<file path="config.mk">
export PLATFORM = sky130hd
export DESIGN_NAME = fabric_slice
export DESIGN_NICKNAME = d
export VERILOG_FILES = /design/src/rtl/slice_pkg.sv /design/src/rtl/lut_store.sv /design/src/rtl/carry_unit.sv /design/src/rtl/out_reg.sv /design/src/rtl/logic_cell.sv /design/src/rtl/fabric_slice.sv
export SDC_FILE = /design/constraint.sdc
export NUM_CORES = 1
export LEC_CHECK = 0
export BUFFER_PORTS_ARGS = -buffer_cell sky130_fd_sc_hd__buf_2
export CORE_MARGIN = 2
export CORE_UTILIZATION = 50
export DETAILED_ROUTE_END_ITERATION = 8
export GPL_TIMING_DRIVEN = 1
export HOLD_SLACK_MARGIN = 0.03
export PLACE_DENSITY_LB_ADDON = 0.08
export SLEW_MARGIN = 20
export SYNTH_ARGS = -nofsm -noshare
export SYNTH_HDL_FRONTEND = slang
export SYNTH_SLANG_ARGS = --single-unit
</file>
<file path="constraint.sdc">
create_clock -name clk -period 4.8 [get_ports clk]
set_clock_uncertainty 0.05 [all_clocks]
set_input_delay 0.72 -clock clk [delete_from_list [all_inputs] [get_ports clk]]
set_output_delay 0.72 -clock clk [all_outputs]
set_load 0.01 [all_outputs]
</file>
<file path="src/rtl/slice_pkg.sv">
package slice_pkg;

  typedef enum logic [1:0] {
    MODE_LOGIC = 2'b00,
    MODE_ARITH = 2'b01,
    MODE_RAM   = 2'b10,
    MODE_SHIFT = 2'b11
  } cell_mode_e;

  localparam int DEF_LUT_K = 4;
  localparam int DEF_CELLS = 2;
  localparam int MODE_W    = 2;

  // configuration bits carried per cell besides the table itself
  localparam int CELL_EXTRA_BITS = MODE_W + 1;

  function automatic int table_bits(input int k);
    return 1 << k;
  endfunction

  function automatic int cell_cfg_bits(input int k);
    return table_bits(k) + CELL_EXTRA_BITS;
  endfunction

endpackage

</file>
<file path="src/rtl/lut_store.sv">
module lut_store
  import slice_pkg::*;
#(
  parameter int K = DEF_LUT_K
) (
  input  logic         clk,
  input  logic         cfg_en,
  input  logic         scan_in,
  output logic         scan_out,
  input  logic [K-1:0] addr,
  input  logic         wr_en,
  input  logic         wr_data,
  output logic         lut_bit,
  output cell_mode_e   mode,
  output logic         use_reg
);

  localparam int TW = table_bits(K);

  logic [TW-1:0]     tbl;
  logic [MODE_W-1:0] mode_q;
  logic              ureg_q;

  assign mode     = cell_mode_e'(mode_q);
  assign use_reg  = ureg_q;
  assign scan_out = mode_q[MODE_W-1];
  assign lut_bit  = tbl[addr];

  always_ff @(posedge clk) begin
    if (cfg_en) begin
      {mode_q, ureg_q, tbl} <= {mode_q[MODE_W-2:0], ureg_q, tbl, scan_in};
    end else if (wr_en) begin
      unique case (mode)
        MODE_RAM:   tbl[addr] <= wr_data;
        MODE_SHIFT: tbl       <= {tbl[TW-2:0], wr_data};
        default:    tbl       <= tbl;
      endcase
    end
  end

endmodule

</file>
<file path="src/rtl/carry_unit.sv">
module carry_unit
  import slice_pkg::*;
(
  input  cell_mode_e mode,
  input  logic       prop,
  input  logic       gen,
  input  logic       ci,
  output logic       f,
  output logic       co,
  output logic       is_arith
);

  always_comb begin
    is_arith = (mode == MODE_ARITH);
    if (is_arith) begin
      f  = prop ^ ci;
      co = prop ? ci : gen;
    end else begin
      f  = prop;
      co = ci;
    end
  end

endmodule

</file>
<file path="src/rtl/out_reg.sv">
module out_reg (
  input  logic clk,
  input  logic rst,
  input  logic ce,
  input  logic hold,
  input  logic d,
  input  logic use_reg,
  output logic r,
  output logic q
);

  always_ff @(posedge clk) begin
    if (rst) begin
      r <= 1'b0;
    end else if (ce && !hold) begin
      r <= d;
    end
  end

  assign q = use_reg ? r : d;

endmodule

</file>
<file path="src/rtl/logic_cell.sv">
module logic_cell
  import slice_pkg::*;
#(
  parameter int K = DEF_LUT_K
) (
  input  logic         clk,
  input  logic         rst,
  input  logic         ce,
  input  logic         cfg_en,
  input  logic         scan_in,
  output logic         scan_out,
  input  logic [K-1:0] addr,
  input  logic         wr_en,
  input  logic         wr_data,
  input  logic         ci,
  output logic         co,
  output logic         f,
  output logic         r,
  output logic         q,
  output logic         is_arith
);

  cell_mode_e mode;
  logic       lut_bit;
  logic       use_reg;

  lut_store #(.K(K)) u_store (
    .clk      (clk),
    .cfg_en   (cfg_en),
    .scan_in  (scan_in),
    .scan_out (scan_out),
    .addr     (addr),
    .wr_en    (wr_en),
    .wr_data  (wr_data),
    .lut_bit  (lut_bit),
    .mode     (mode),
    .use_reg  (use_reg)
  );

  carry_unit u_carry (
    .mode     (mode),
    .prop     (lut_bit),
    .gen      (addr[0]),
    .ci       (ci),
    .f        (f),
    .co       (co),
    .is_arith (is_arith)
  );

  out_reg u_reg (
    .clk     (clk),
    .rst     (rst),
    .ce      (ce),
    .hold    (cfg_en),
    .d       (f),
    .use_reg (use_reg),
    .r       (r),
    .q       (q)
  );

endmodule

</file>
<file path="src/rtl/fabric_slice.sv">
module fabric_slice
  import slice_pkg::*;
#(
  parameter  int K     = DEF_LUT_K,
  parameter  int NCELL = DEF_CELLS,
  localparam int SEL_W = (NCELL > 1) ? $clog2(NCELL) : 1
) (
  input  logic               clk,
  input  logic               rst,
  input  logic               cfg_en,
  input  logic               cfg_din,
  output logic               cfg_dout,
  input  logic [NCELL*K-1:0] lut_in,
  input  logic [NCELL-1:0]   wr_en,
  input  logic [NCELL-1:0]   wr_data,
  input  logic               ce,
  input  logic               cin,
  output logic               cout,
  input  logic [SEL_W-1:0]   sel,
  output logic [NCELL-1:0]   q,
  output logic               f_mux
);

  logic [NCELL:0]   carry;
  logic [NCELL:0]   scan;
  logic [NCELL-1:0] cell_f;
  logic [NCELL-1:0] cell_r;
  logic [NCELL-1:0] cell_arith;

  assign carry[0] = cin;
  assign scan[0]  = cfg_din;
  assign cout     = carry[NCELL];
  assign cfg_dout = scan[NCELL];

  for (genvar i = 0; i < NCELL; i++) begin : g_cell
    logic_cell #(.K(K)) u_cell (
      .clk      (clk),
      .rst      (rst),
      .ce       (ce),
      .cfg_en   (cfg_en),
      .scan_in  (scan[i]),
      .scan_out (scan[i+1]),
      .addr     (lut_in[i*K +: K]),
      .wr_en    (wr_en[i]),
      .wr_data  (wr_data[i]),
      .ci       (carry[i]),
      .co       (carry[i+1]),
      .f        (cell_f[i]),
      .r        (cell_r[i]),
      .q        (q[i]),
      .is_arith (cell_arith[i])
    );
  end

  always_comb begin
    f_mux = 1'b0;
    for (int i = 0; i < NCELL; i++) begin
      if (int'(sel) == i) f_mux = cell_f[i];
    end
  end

endmodule

</file>
==> impl_metrics.tcl, run 1 <==
set metrics [dict create \
    yosys_register_bits 40 \
    whs_endpoint "g_cell[1].u_cell.u_store.use_reg" \
    clk-insertion-delay-late_ns 0.29 \
    ir_drop_v 0.000158 \
    reg2reg_slack_ns 2.68 \
    r2r-end "g_cell[1].u_cell.u_reg.r" \
    cp_data_arrival_time_ns 2.83 \
    maxCapViolCount 0 \
    register_area_um2 1180 \
    cts_max_level 2 \
    worstPathRequired_ns 4.03 \
    antenna_found_initial 0 \
    clk_path_buf_depth 2 \
    layout_common_cells "38 x nor2_1, 38 x edfxtp_1, 37 x a21oi_1, 24 x a22o_1, 23 x buf_2" \
    finalPower_mw 0.812 \
    crit_fanout 11 \
    power-per-cell-area_nw_per_um2 304 \
    rsz0062_at_grt "no" \
    status "completed" \
    fillerInstances 439 \
    floorplan.die_area_um2 5560 \
    overflow 0 \
    tns_ns 0 \
    vias 1861 \
    end_kind "output pin" \
    core_area_um2 4750 \
    hpwl_um 3690 \
    worst_slew_pin_slew_ns 0.911 \
    grt_max_degree 32 \
    hp-class "flip-flop to flip-flop" \
    path_clk_slew_ns 0.07 \
    syn_avg_cell_area_um2 10.4 \
    drive_gt1_share_pct 16.5 \
    grtUsageTotal_pct 20.8 \
    finalNetCount 267 \
    finalCritPeriodShare_pct 75.0 \
    worstSetupStartpointType "input port" \
    whs_path_depth 0 \
    die_w_um 74.6 \
    insertedDiodeCount 0 \
    synth_ff_type "edfxtp_1" \
    synth_enable_flop_cells 38 \
    crit_type "input port to output pin" \
    cts_hold_buf 0 \
    largest_register_ffs 32 \
    regMostFlops "g_cell.u_cell.u_store.tbl" \
    drc 0 \
    synthDistinctLibCells 30 \
    syn_nets 258 \
    num_io_pins 24 \
    min_from "g_cell[1].u_cell.u_store.tbl[15]" \
    timing.rr.start "g_cell[0].u_cell.u_store.tbl[1]" \
    layout_min_cycle_time_ns 3.60 \
    multi_input_area_um2 1170 \
    ant_nets 0 \
    num_rows 25 \
    seq_area_frac_synth_pct 47.5 \
    post_cts_resized 0 \
    start_util_pct 52.3 \
    cts_root_buffer "clkbuf_8" \
    cts_buffers 5 \
    r2r_cells 6 \
    power.leakage_nw 1.01 \
    vias_per_cell 5.89 \
    relSlewSlack_pct 39.3 \
    portBuffers 23 \
    cts_sinks 40 \
    finalSetupViolCount 0 \
    wl_per_cell_um 16.9 \
    wl_um 5350 \
    drt-pass1-iter-count 4 \
    cts_tree "yes" \
    hold_viol_final 0 \
    syn_to_final_growth_pct 7.24 \
    die_y_um 74.6 \
    fmax_ghz 0.278 \
    grt_pass1_vias 1671 \
    grt_pass1_wl_um 8590 \
    drt-initial-drc-count 135 \
    whs_ns 0.411 \
    synth_warnings 0 \
    gp_congestion 0.795 \
    synth-async-reset-ratio_pct 0 \
    post_cts.repair.setup_buffers 0 \
    finalMaxSlewViolations 0 \
    synth_cells 239 \
    syn_area_um2 2490 \
]
routing by layer:
layer	track usage (%)	vias up	share of wire (%)
li1	-	904	-
met1	33.4	896	50
met2	28.4	57	44
met3	3.79	4	5.8
met5	0	-	0
met4	5.95	0	0.75
cell usage after synthesis, types with 5 or more instances:
cell type / instances / area (um^2)
a22o_1: 24 / 210
mux4_2: 6 / 135
nor2b_1: 10 / 62.6
edfxtp_1: 38 / 1140
nand2_1: 12 / 45.0
clkbuf_1: 15 / 56.3
o21ai_0: 6 / 30.0
mux2i_1: 6 / 60.1
nand3_1: 7 / 35.0
and3_1: 5 / 31.3
inv_1: 5 / 18.8
a21oi_1: 37 / 185
nor2_1: 38 / 143
power breakdown:
group          total, mW  switching [mW]  internal [mW]
sequential         0.437          0.0168          0.420
clock              0.214           0.113          0.101
combinational      0.161          0.0883         0.0725
how the worst max path moves through the flow:
stage	end	slack, ns	from	cells after the start
floorplan	cout	1.53	lut_in[1]	6
global placement	cout	1.24	lut_in[0]	7
detailed placement	cout	1.22	lut_in[0]	7
CTS	cout	1.20	lut_in[0]	7
global route	cout	1.11	lut_in[0]	7
finish	cout	1.20	lut_in[0]	7
logic make-up (layout without fill, tap and decap cells):
group | after synthesis | in the layout | synth area share [%]
buffers and inverters | 28 | 38 | 5.33
flip-flops | 40 | 40 | 47.5
AND/OR/NAND/NOR | 78 | 78 | 14.3
XOR/XNOR | 2 | 2 | 0.704
AO/OA/AOI/OAI | 71 | 71 | 18.8
multiplexers | 20 | 20 | 13.4
final cells by class:
class / count / area share, %
multi-input cells: 171 / 44.0
clock buffers: 7 / 2.86
clock inverters: 1 / 0.141
flip-flops and latches: 40 / 44.3
well taps: 67 / 3.14
inverters: 5 / 0.703
repair buffers: 25 / 4.88
per-stage QoR:
| stage | utilization, % | instances | setup slack (ns) | area, um^2 |
|---|---|---|---|---|
| 3_3_place_gp | 54.4 | 308 | 1.24 | 2590 |
| 4_1_cts | 56.1 | 316 | 1.20 | 2670 |
| 3_5_place_dp | 54.4 | 308 | 1.22 | 2590 |
| 5_1_grt | 56.1 | 316 | 1.11 | 2670 |
| 2_1_floorplan | - | 239 | 1.53 | 2490 |
| 6_report | 56.1 | 316 | 1.20 | 2670 |
critical path, stage by stage:
cell,delay (ns)
buf_2,0.22
mux4_1,0.57
mux2_4,0.31
o22ai_4,0.19
mux2_2,0.35
mux2_1,0.31
buf_2,0.15
Power figures use the tool's default switching activity.
==> inputs of run 2 (changes only) <==
Clock period 4.8 ns to 3.5 ns, I/O delays scaled along.
==> run 2 against run 1 <==
Count of clock-buffer cells in the layout increased by 1; non-clock buffer count rose by 1; critical path depth unchanged; largest power group unchanged.
==> impl_metrics.tcl, run 2 (synthesized netlist as in run 1, its figures left out) <==
set metrics [dict create \
    core_area_um2 4750 \
    portBuffers 23 \
    drc 0 \
    whs_endpoint "g_cell[0].u_cell.u_reg.r" \
    tns_ns 0 \
    finalCritPeriodShare_pct 90.9 \
    grtUsageTotal_pct 20.1 \
    ir_drop_v 0.000213 \
    rsz0062_at_grt "no" \
    whs_ns 0.367 \
    insertedDiodeCount 0 \
    place_ws_ns 0.316 \
    drive_gt1_share_pct 16.8 \
    hold_viol_final 0 \
    post-place-cells 309 \
    hp-class "input port to flip-flop" \
    postPlaceCellArea_um2 2600 \
    r2r-end "g_cell[1].u_cell.u_reg.r" \
    vias 1876 \
    cts_root_buffer "clkbuf_8" \
    layout_min_cycle_time_ns 3.18 \
    finalPower_mw 1.11 \
    finalSetupViolCount 0 \
    wl_per_cell_um 16.7 \
    fmax_ghz 0.314 \
    worst_slew_pin_slew_ns 0.893 \
    clk-insertion-delay-late_ns 0.29 \
    finalMaxSlewViolations 0 \
    die_w_um 74.6 \
    end_kind "output pin" \
    power-per-cell-area_nw_per_um2 416 \
    num_io_pins 24 \
    cts_sinks 40 \
    clk_path_buf_depth 2 \
    fin_ws_ns 0.319 \
    crit_fanout 11 \
    post_cts.repair.setup_buffers 0 \
    cts_hold_buf 0 \
    largest_register_ffs 32 \
    worstSetupStartpointType "input port" \
    register_area_um2 1180 \
    ant_nets 0 \
    drt-pass1-iter-count 4 \
    post_cts_resized 0 \
    syn_to_final_growth_pct 7.54 \
    maxCapViolCount 0 \
    cts_tree "yes" \
    cts_buffers 5 \
    timing.rr.start "g_cell[0].u_cell.u_store.tbl[1]" \
    finalNetCount 268 \
    grt_pass1_vias 1700 \
    regMostFlops "g_cell.u_cell.u_store.tbl" \
    whs_path_depth 2 \
    worstPathRequired_ns 2.92 \
    num_rows 25 \
    antenna_found_initial 0 \
    relSlewSlack_pct 40.4 \
    fin_area_um2 2680 \
    power.leakage_nw 1.02 \
    wl_um 5310 \
    multi_input_area_um2 1170 \
    floorplan.die_area_um2 5560 \
    die_y_um 74.6 \
    layoutNonFillerInstCount 317 \
    crit_type "input port to output pin" \
    min_from "rst" \
    vias_per_cell 5.92 \
    start_util_pct 52.3 \
    gp_congestion 0.804 \
    cp_data_arrival_time_ns 2.61 \
    fillerInstances 448 \
    grt_pass1_wl_um 8340 \
    cts_max_level 2 \
    fin_util_pct 56.3 \
    layout_common_cells "38 x nor2_1, 38 x edfxtp_1, 37 x a21oi_1, 24 x a22o_1, 23 x buf_2" \
    drt-initial-drc-count 152 \
    overflow 0 \
    reg2reg_slack_ns 1.39 \
    grt_max_degree 32 \
    hpwl_um 3750 \
    r2r_cells 6 \
    status "completed" \
    path_clk_slew_ns 0.07 \
]
run 2: cell count changes in the layout (fill, tap and decap cells not counted), sizes merged:
cell	previous run	this run
buf	25	26
clkinv	1	0
clkbuf	7	8
run 2: critical path, stage by stage:
cell and delay [ns]:
buf_2 0.21, mux4_1 0.57, mux2_4 0.31, o22ai_4 0.20, mux2_2 0.35, mux2_1 0.30
buf_2 0.14
run 2: power breakdown:
part	total, mW	internal, mW	switching (mW)
clock network	0.295	0.142	0.153
registers	0.600	0.576	0.0237
logic	0.219	0.100	0.119
run 2: area by class of cell:
| class | instances | share of cell area, % |
|---|---|---|
| sequential | 40 | 44.1 |
| multi-input combinational | 171 | 43.9 |
| timing repair buffer | 26 | 5.14 |
| tap | 67 | 3.13 |
| clock buffer | 8 | 2.99 |
| inverter | 5 | 0.701 |
run 2: worst max-delay path by stage:
stage	start	endpoint	depth (start not counted)
final	lut_in[0]	cout	7
after global routing	lut_in[0]	cout	7
after CTS	lut_in[0]	cout	7
after global placement	lut_in[0]	cout	7
after detailed placement	lut_in[0]	cout	7
after floorplan	lut_in[1]	cout	6
run 2: per-layer routing:
layer / global-route usage [%] / wire (um)
met2: 28.0 / 2260
met3: 4.34 / 429
met1: 31.2 / 2570
met5: 0 / 0
met4: 6.15 / 48
